==> config.mk <==
export PLATFORM = sky130hd
export DESIGN_NAME = inl_corrector
export DESIGN_NICKNAME = d
export VERILOG_FILES = /design/src/rtl/inl_pkg.sv /design/src/rtl/inl_coef_table.sv /design/src/rtl/inl_adjust.sv /design/src/rtl/inl_corrector.sv
export SDC_FILE = /design/constraint.sdc
export NUM_CORES = 2
export LEC_CHECK = 0
export ABC_AREA = 1
export BUFFER_PORTS_ARGS = -buffer_cell sky130_fd_sc_hd__buf_2
export CORE_UTILIZATION = 40
export CTS_CLUSTER_SIZE = 8
export DETAILED_ROUTE_END_ITERATION = 7
export PLACE_DENSITY_LB_ADDON = 0.15
export SLEW_MARGIN = 5
export SYNTH_ARGS = -nofsm -noshare
export SYNTH_HDL_FRONTEND = slang
export SYNTH_SLANG_ARGS = --single-unit
export TNS_END_PERCENT = 50
==> constraint.sdc <==
create_clock -name clk -period 4.9 [get_ports clk]
set_input_delay 0.49 -clock clk [delete_from_list [all_inputs] [get_ports clk]]
set_output_delay 0.49 -clock clk [all_outputs]
set_load 0.1 [all_outputs]
==> src/rtl/inl_pkg.sv <==
package inl_pkg;
  // default geometry for a 40 MHz reference with ~97.66 ps bins
  localparam int DEF_DATA_W = 19;  // measurement word
  localparam int DEF_IDX_W  = 8;   // bins per reference period = 2**IDX_W
  localparam int DEF_COEF_W = 8;   // signed offset width
  localparam int DEF_FRAC_W = 4;   // fractional bits of an offset
endpackage

==> src/rtl/inl_coef_table.sv <==
module inl_coef_table #(
  parameter int IDX_W  = inl_pkg::DEF_IDX_W,
  parameter int COEF_W = inl_pkg::DEF_COEF_W
) (
  input  logic              clk,
  input  logic              rst_n,
  input  logic              wr_en,
  input  logic [IDX_W-1:0]  wr_addr,
  input  logic [COEF_W-1:0] wr_coef,
  input  logic              rd_en,
  input  logic [IDX_W-1:0]  rd_addr,
  output logic [COEF_W-1:0] rd_coef
);
  localparam int DEPTH = 1 << IDX_W;

  logic [COEF_W-1:0] entry_q [DEPTH];

  // write and registered read share an edge: the read returns the old entry
  always_ff @(posedge clk or negedge rst_n) begin
    if (!rst_n) begin
      for (int i = 0; i < DEPTH; i++) entry_q[i] <= '0;
    end else if (wr_en) begin
      entry_q[wr_addr] <= wr_coef;
    end
  end

  always_ff @(posedge clk or negedge rst_n) begin
    if (!rst_n)      rd_coef <= '0;
    else if (rd_en)  rd_coef <= entry_q[rd_addr];
  end
endmodule

==> src/rtl/inl_adjust.sv <==
module inl_adjust #(
  parameter int DATA_W = inl_pkg::DEF_DATA_W,
  parameter int COEF_W = inl_pkg::DEF_COEF_W,
  parameter int FRAC_W = inl_pkg::DEF_FRAC_W
) (
  input  logic              clk,
  input  logic              rst_n,
  input  logic              s_valid,
  input  logic              s_bypass,
  input  logic [DATA_W-1:0] s_raw,
  input  logic [COEF_W-1:0] s_coef,
  output logic              m_valid,
  output logic [DATA_W-1:0] m_data
);
  localparam int SUM_W = DATA_W + FRAC_W + 2;
  localparam logic signed [SUM_W-1:0] HALF     = SUM_W'(1) << (FRAC_W - 1);
  localparam logic signed [SUM_W-1:0] CODE_MAX = SUM_W'({DATA_W{1'b1}});

  // fixed-point add, round half up, clamp to [0, 2**DATA_W-1]
  function automatic logic [DATA_W-1:0] apply_coef(
    input logic [DATA_W-1:0] raw,
    input logic [COEF_W-1:0] coef
  );
    logic signed [SUM_W-1:0] acc;
    logic signed [SUM_W-1:0] q;
    acc = $signed({2'b00, raw, {FRAC_W{1'b0}}})
        + $signed({{(SUM_W-COEF_W){coef[COEF_W-1]}}, coef})
        + HALF;
    q = acc >>> FRAC_W;
    if (q[SUM_W-1])        return '0;
    else if (q > CODE_MAX) return '1;
    else                   return q[DATA_W-1:0];
  endfunction

  logic [DATA_W-1:0] fixed_code;
  always_comb fixed_code = apply_coef(s_raw, s_coef);

  always_ff @(posedge clk or negedge rst_n) begin
    if (!rst_n) begin
      m_valid <= 1'b0;
      m_data  <= '0;
    end else begin
      m_valid <= s_valid;
      if (s_valid) m_data <= s_bypass ? s_raw : fixed_code;
    end
  end
endmodule

==> src/rtl/inl_corrector.sv <==
module inl_corrector #(
  parameter int DATA_W = inl_pkg::DEF_DATA_W,
  parameter int IDX_W  = inl_pkg::DEF_IDX_W,
  parameter int COEF_W = inl_pkg::DEF_COEF_W,
  parameter int FRAC_W = inl_pkg::DEF_FRAC_W
) (
  input  logic              clk,
  input  logic              rst_n,
  input  logic              bypass,
  input  logic              tbl_wr_en,
  input  logic [IDX_W-1:0]  tbl_wr_addr,
  input  logic [COEF_W-1:0] tbl_wr_coef,
  input  logic              in_valid,
  input  logic [DATA_W-1:0] in_data,
  output logic              out_valid,
  output logic [DATA_W-1:0] out_data
);
  // stage 1: table read alongside the registered sample
  logic              s1_valid;
  logic              s1_bypass;
  logic [DATA_W-1:0] s1_raw;
  logic [COEF_W-1:0] s1_coef;

  inl_coef_table #(.IDX_W(IDX_W), .COEF_W(COEF_W)) u_table (
    .clk     (clk),
    .rst_n   (rst_n),
    .wr_en   (tbl_wr_en),
    .wr_addr (tbl_wr_addr),
    .wr_coef (tbl_wr_coef),
    .rd_en   (in_valid),
    .rd_addr (in_data[IDX_W-1:0]),
    .rd_coef (s1_coef)
  );

  always_ff @(posedge clk or negedge rst_n) begin
    if (!rst_n) begin
      s1_valid  <= 1'b0;
      s1_bypass <= 1'b0;
      s1_raw    <= '0;
    end else begin
      s1_valid <= in_valid;
      if (in_valid) begin
        s1_bypass <= bypass;
        s1_raw    <= in_data;
      end
    end
  end

  // stage 2: add, round, clamp
  inl_adjust #(.DATA_W(DATA_W), .COEF_W(COEF_W), .FRAC_W(FRAC_W)) u_adjust (
    .clk      (clk),
    .rst_n    (rst_n),
    .s_valid  (s1_valid),
    .s_bypass (s1_bypass),
    .s_raw    (s1_raw),
    .s_coef   (s1_coef),
    .m_valid  (out_valid),
    .m_data   (out_data)
  );
endmodule

# After elaboration in Yosys (flattened, before gate mapping)
# Index checks and enable logic that the tools add are counted.
# W data, S select, Z words.
dict set report word_totals {
  reg_bits 2097
  out_inout_bits 20
}
dict set report op_classes {
  n_addsub 2
  n_lt_le_gt_ge 4
  muxes 9
  bitwise 2
  reduce_logical 1
}
# operator count
set ops {}
lappend ops {{$bwmux W2048} 1}
lappend ops {{$bmux W8 S8} 1}
lappend ops {{$demux W8 S8} 1}
lappend ops {{$mux W19} 3}
lappend ops {{$add A24 B8 Y25} 1}
lappend ops {{$add A25 B5 Y25 const B} 1}
lappend ops {{$mux W8} 3}
lappend ops {{$gt A21 B20 Y1 const B} 1}
lappend ops {{$ge A9 B9 Y1 const B} 2}
lappend ops {{$not A8 Y9} 2}
lappend ops {{$lt A9 B1 Y1 const B} 1}
lappend ops {{$logic_and A1 B1 Y1} 1}

# Depth between registers and ports, before layout
dict set report depth {
  ltp_word 6
  depth_mapped 16
}

# Modules after synthesis
# From an unflattened synthesis, not the netlist that was laid out.
dict set report unflattened {
  cells_unflattened 12038
  area_unflattened_um2 95870.7
}
# mod n_inst cells_each area_per_inst_um2 seq_area_each_um2
set modules_own_cells {}
lappend modules_own_cells {inl_coef_table 1 11578 92681.4 51449.3}
lappend modules_own_cells {inl_adjust 1 374 2397.3 500.5}
lappend modules_own_cells {inl_corrector 1 86 792.0 525.5}

# Least setup slack after synthesis
# No wires, ideal clock.
dict set report synth_timing {
  kind {register to register}
  startpoint {reg u_table.rd_coef[7]}
  endpoint {reg u_adjust.m_data[17]}
  arrival_time_ps 2277
  required_ps 4826
  slack_ps 2549
  path_stages_with_launch 10
  n_path_buf 1
  period_less_slack_ps 2351
  cell_sequence {dfrtp_1 > ha_1 > nand2_1 > o21ai_0 > a21oi_1 > nand4_1 > a21oi_4 > buf_6 > nand2_1 > a21oi_2}
}
dict set report synth_between {
  elab_chain_cells 6
}
# item line
set synth_lines {}
lappend synth_lines {{start, declared} inl_coef_table.sv:12} ;# output logic [COEF_W-1:0] rd_coef
lappend synth_lines {{start signal, assigned} inl_coef_table.sv:29} ;# else if (rd_en) rd_coef <= entry_q[rd_addr];
lappend synth_lines {{$add A24 B8 Y25 (*)} inl_adjust.sv:27} ;# + $signed({{(SUM_W-COEF_W){coef[COEF_W-1]}}, coef})
lappend synth_lines {{$add A25 B5 Y25 (*)} inl_adjust.sv:28} ;# + HALF;
lappend synth_lines {{$gt A21 B20 Y1} inl_adjust.sv:31} ;# else if (q > CODE_MAX) return '1;
lappend synth_lines {{$mux W19} inl_adjust.sv:31}
lappend synth_lines {{$mux W19 (*)} inl_adjust.sv:30} ;# if (q[SUM_W-1]) return '0;
lappend synth_lines {{$mux W19 (*)} inl_adjust.sv:44} ;# if (s_valid) m_data <= s_bypass ? s_raw : fixed_code;
lappend synth_lines {{end signal, assigned} inl_adjust.sv:44}
lappend synth_lines {{end, declared} inl_adjust.sv:13} ;# output logic [DATA_W-1:0] m_data
# Every way passes the cells marked *; elsewhere a longest branch is shown, timed or not.
# A chain may end at the register's enable or synchronous reset.

# Final worst setup path
dict set report layout_timing {
  startpoint {reg u_table.rd_coef[7]}
  endpoint {reg u_adjust.m_data[1]}
}
# The elaborated chain is that of the path after synthesis.

==> flow_summary.json <==
{
  "status": "completed",
  "yosys-top-cells-count": "nand2_1 (2,717), dfrtp_1 (1,326), o21ai_0 (1,320)",
  "whs_path_depth": 4,
  "crit_required_ns": 5.62,
  "synth_top_area_share_pct": 54.3,
  "dp_hpwl_um": 113000,
  "portBuffers": 56,
  "worst_slew_pin_slew_ns": 1.23,
  "finalWeightedCongestion": 0.865,
  "start_kind": "flop",
  "rr_worst_depth": 8,
  "synth_fa_ha_area_share_pct": 0.442,
  "synth_top_family_by_area": "simple AND/OR/NAND/NOR gates",
  "dp_slack_ns": 1.43,
  "ys_seq_elements": 1326,
  "yosysMostFrequentCell": "nand2_1",
  "swShare_pct": 27.3,
  "drc": 0,
  "totalPowerFinal_mw": 26.1,
  "nets": 7573,
  "grtUsageTotal_pct": 25.7,
  "cts_max_level": 4,
  "p_per_area_nw_per_um2": 382,
  "via_per_inst": 5.48,
  "clock_sinks": 1326,
  "rsz0062_at_grt": "false",
  "grt_max_degree": 146,
  "cp_num_cells": 8,
  "period_share_pct": 63.4,
  "fin_util_pct": 45.0,
  "clkTransAtPathRegs_ns": 0.05,
  "power.leakage_nw": 30.0,
  "drv_cap": 0,
  "synth_warnings": 0,
  "power_frac_seq_pct": 45.5,
  "drt-wirelength-per-cell_um": 20.6,
  "setup_tns_ns": 0,
  "die-area_um2": 154000,
  "crit_type": "flop to flop",
  "combPwrFrac_pct": 11.3,
  "endpoint_kind": "flop",
  "critPathMaxFanout": 21,
  "crit_slowest_cell": "dfrtp_1",
  "drt_iter0_drc": 5454,
  "timing.critical_path.buf_inv": 0,
  "p_clk_share_pct": 43.1,
  "report.final.setup_viol": 0,
  "max_stage_delay_ns": 0.85,
  "yosys.area_share.simple_pct": 28.0,
  "ctsRootBufferMaster": "clkbuf_16",
  "cpMostUsedCell": "a21oi_1",
  "grt.overflow.total": 0,
  "grt_first_pass_wirelength_um": 306000,
  "tritoncts": "built",
  "routed-via-count": 52400,
  "fin_skew_ns": 0.0232,
  "die_h_um": 393,
  "drive_gt1_share_pct": 6.13,
  "period_needed_ns": 3.11,
  "dieWidth_um": 393,
  "drv_slew": 0,
  "synth_area_leader_cell": "dfrtp_1",
  "slew_headroom_pct": 17.6,
  "cp_top_family": "compound AO/OA/AOI/OAI gates",
  "antenna_found_initial": 11,
  "synthCells": 7614,
  "cts_resized": 0,
  "power.switching_mw": 7.11,
  "synthXorXnorAreaFrac_pct": 0.186,
  "synth_edf_count": 0,
  "p_int_mw": 19.0,
  "syn_avg_cell_area_um2": 8.02,
  "clock_latency_ns": 0.81,
  "rows": 143,
  "cts_buffers": 183,
  "synthesis.area_um2": 61100,
  "clockBufferDepth": 3,
  "drt_wl_total_um": 197000,
  "yosysSeqAreaShare_pct": 54.3,
  "fin_ws_ns": 1.79,
  "drt-pass1-iter-count": 6,
  "arrival_ns": 3.83,
  "ir_worst_vdd_v": 0.000383,
  "path_cells": "ha_1, a21oi_1, o21ai_0, a21oi_1, nand4_1, a21oi_4, o21ai_0, a21oi_1",
  "min_path_type": "input port to flop",
  "max_freq_ghz": 0.322,
  "pin_count": 60,
  "finalHoldViolations": 0,
  "antenna_left": 0,
  "synthMuxAreaShare_pct": 0,
  "synth_nets": 7675,
  "synth_compound_area_share_pct": 13.0,
  "start_util_pct": 40.3,
  "design.core.area_um2": 152000,
  "synth_cell_type_count": 37,
  "ys_top_cells_by_area": "dfrtp_1 (54%), nand2_1 (17%), o21ai_0 (11%), nand3_1 (9.1%), buf_2 (1.4%)",
  "grt_pass1_vias": 49700,
  "synthFlopType": "dfrtp_1",
  "async_flop_share_pct": 100,
  "syn_to_final_growth_pct": 11.7
}
[worst paths after layout]
| kind | startpoint | to | slack [ns] |
|---|---|---|---|
| max | u_table.rd_coef[7] | u_adjust.m_data[1] | 1.79 |
| min | in_data[6] | u_table.rd_coef[4] | 0.13 |
| max reg2reg | u_table.rd_coef[7] | u_adjust.m_data[1] | 1.79 |
| min reg2reg | u_table.entry_q[917] | u_table.entry_q[917] | 0.48 |
| max in group asynchronous | rst_n | u_table.entry_q[436] | 3.25 |
| min in group asynchronous | rst_n | u_table.entry_q[155] | 0.23 |
[placed cells by master, fill, tap and decap left out, drive strengths merged]
cell type    synthesis  layout
a21o                 1       1
diode                0       3
buf                239     160
o21bai               2       2
nor3                23      23
o22ai               33      33
nor2               203     203
inv                110     117
fa                   1       1
a31oi                1       1
o21a                 1       1
xnor2                7       7
ha                  20      20
nand3             1110    1110
and2                 1       1
nand4                3       3
dfrtp             1326    1326
a21oi              159     159
o21ai             1370    1370
nand3b               5       5
a21boi               3       3
nand2             2763    2763
clkbuf             222     188
xor2                 6       6
dlygate4sd3          0      14
clkinv               4       6
nor4                 1       1
[cells by family after synthesis]
logic type      count (synthesis)
compound gates               1570
xor+xnor                       13
fa+ha+maj                      21
buf+inv                       575
flops                        1326
simple gates                 4109
[registers in the layout (all words and copies together) (netlist names)]
register          count
u_adjust.m_valid      1
s1_raw               19
s1_bypass             1
u_table.rd_coef       5
u_table.entry_q    1280
u_adjust.m_data      19
s1_valid              1
[worst min-delay path, cell delays in order]
cell and delay (ns):
buf_2 0.18, nand2_1 0.10, nand2_1 0.05, nand3_1 0.07
[layout make-up]
type / instances / area (um^2)
Tap cell: 2030 / 2540
Fill cell: 15200 / 83500
Clock buffer: 188 / 4660
Sequential cell: 1326 / 33200
Multi-Input combinational cell: 5713 / 25600
Clock inverter: 9 / 113
Timing Repair Buffer: 174 / 1680
Inverter: 114 / 488
Antenna cell: 3 / 7.51
[routing by layer]
layer	global-route usage [%]	part of all wire [%]
met1	37.3	46
met2	39.8	45
met3	3.62	5.9
met4	7.50	2.6
met5	0	0.0061
[power by group through the flow]
stage / Combinational, mW / Clock (mW) / Sequential (mW)
after floorplan: 1.68 / 0 / 12.2
after global placement: 2.93 / 0 / 12.0
after detailed placement: 2.96 / 0 / 12.0
after CTS: 2.97 / 11.5 / 11.9
after global routing: 3.29 / 11.9 / 11.9
final: 2.95 / 11.3 / 11.9
[what timing repair did]
action | CTS | global route
hold buffers | 14 | 0
hold endpoints to repair | 81 | 0
buffers inserted | 0 | 0
[metrics by stage]
stage                     cells  cell area (um^2)  hold WS (ns)
after detailed placement   9343             63300         0.468
after CTS                  9554             68200        0.0727
after global routing       9555             68200         0.143
final                      9557             68200         0.130
after global placement     9342             63300         0.460
after floorplan            7614             61100         0.194
No activity file was read; power rests on OpenSTA's default activity.
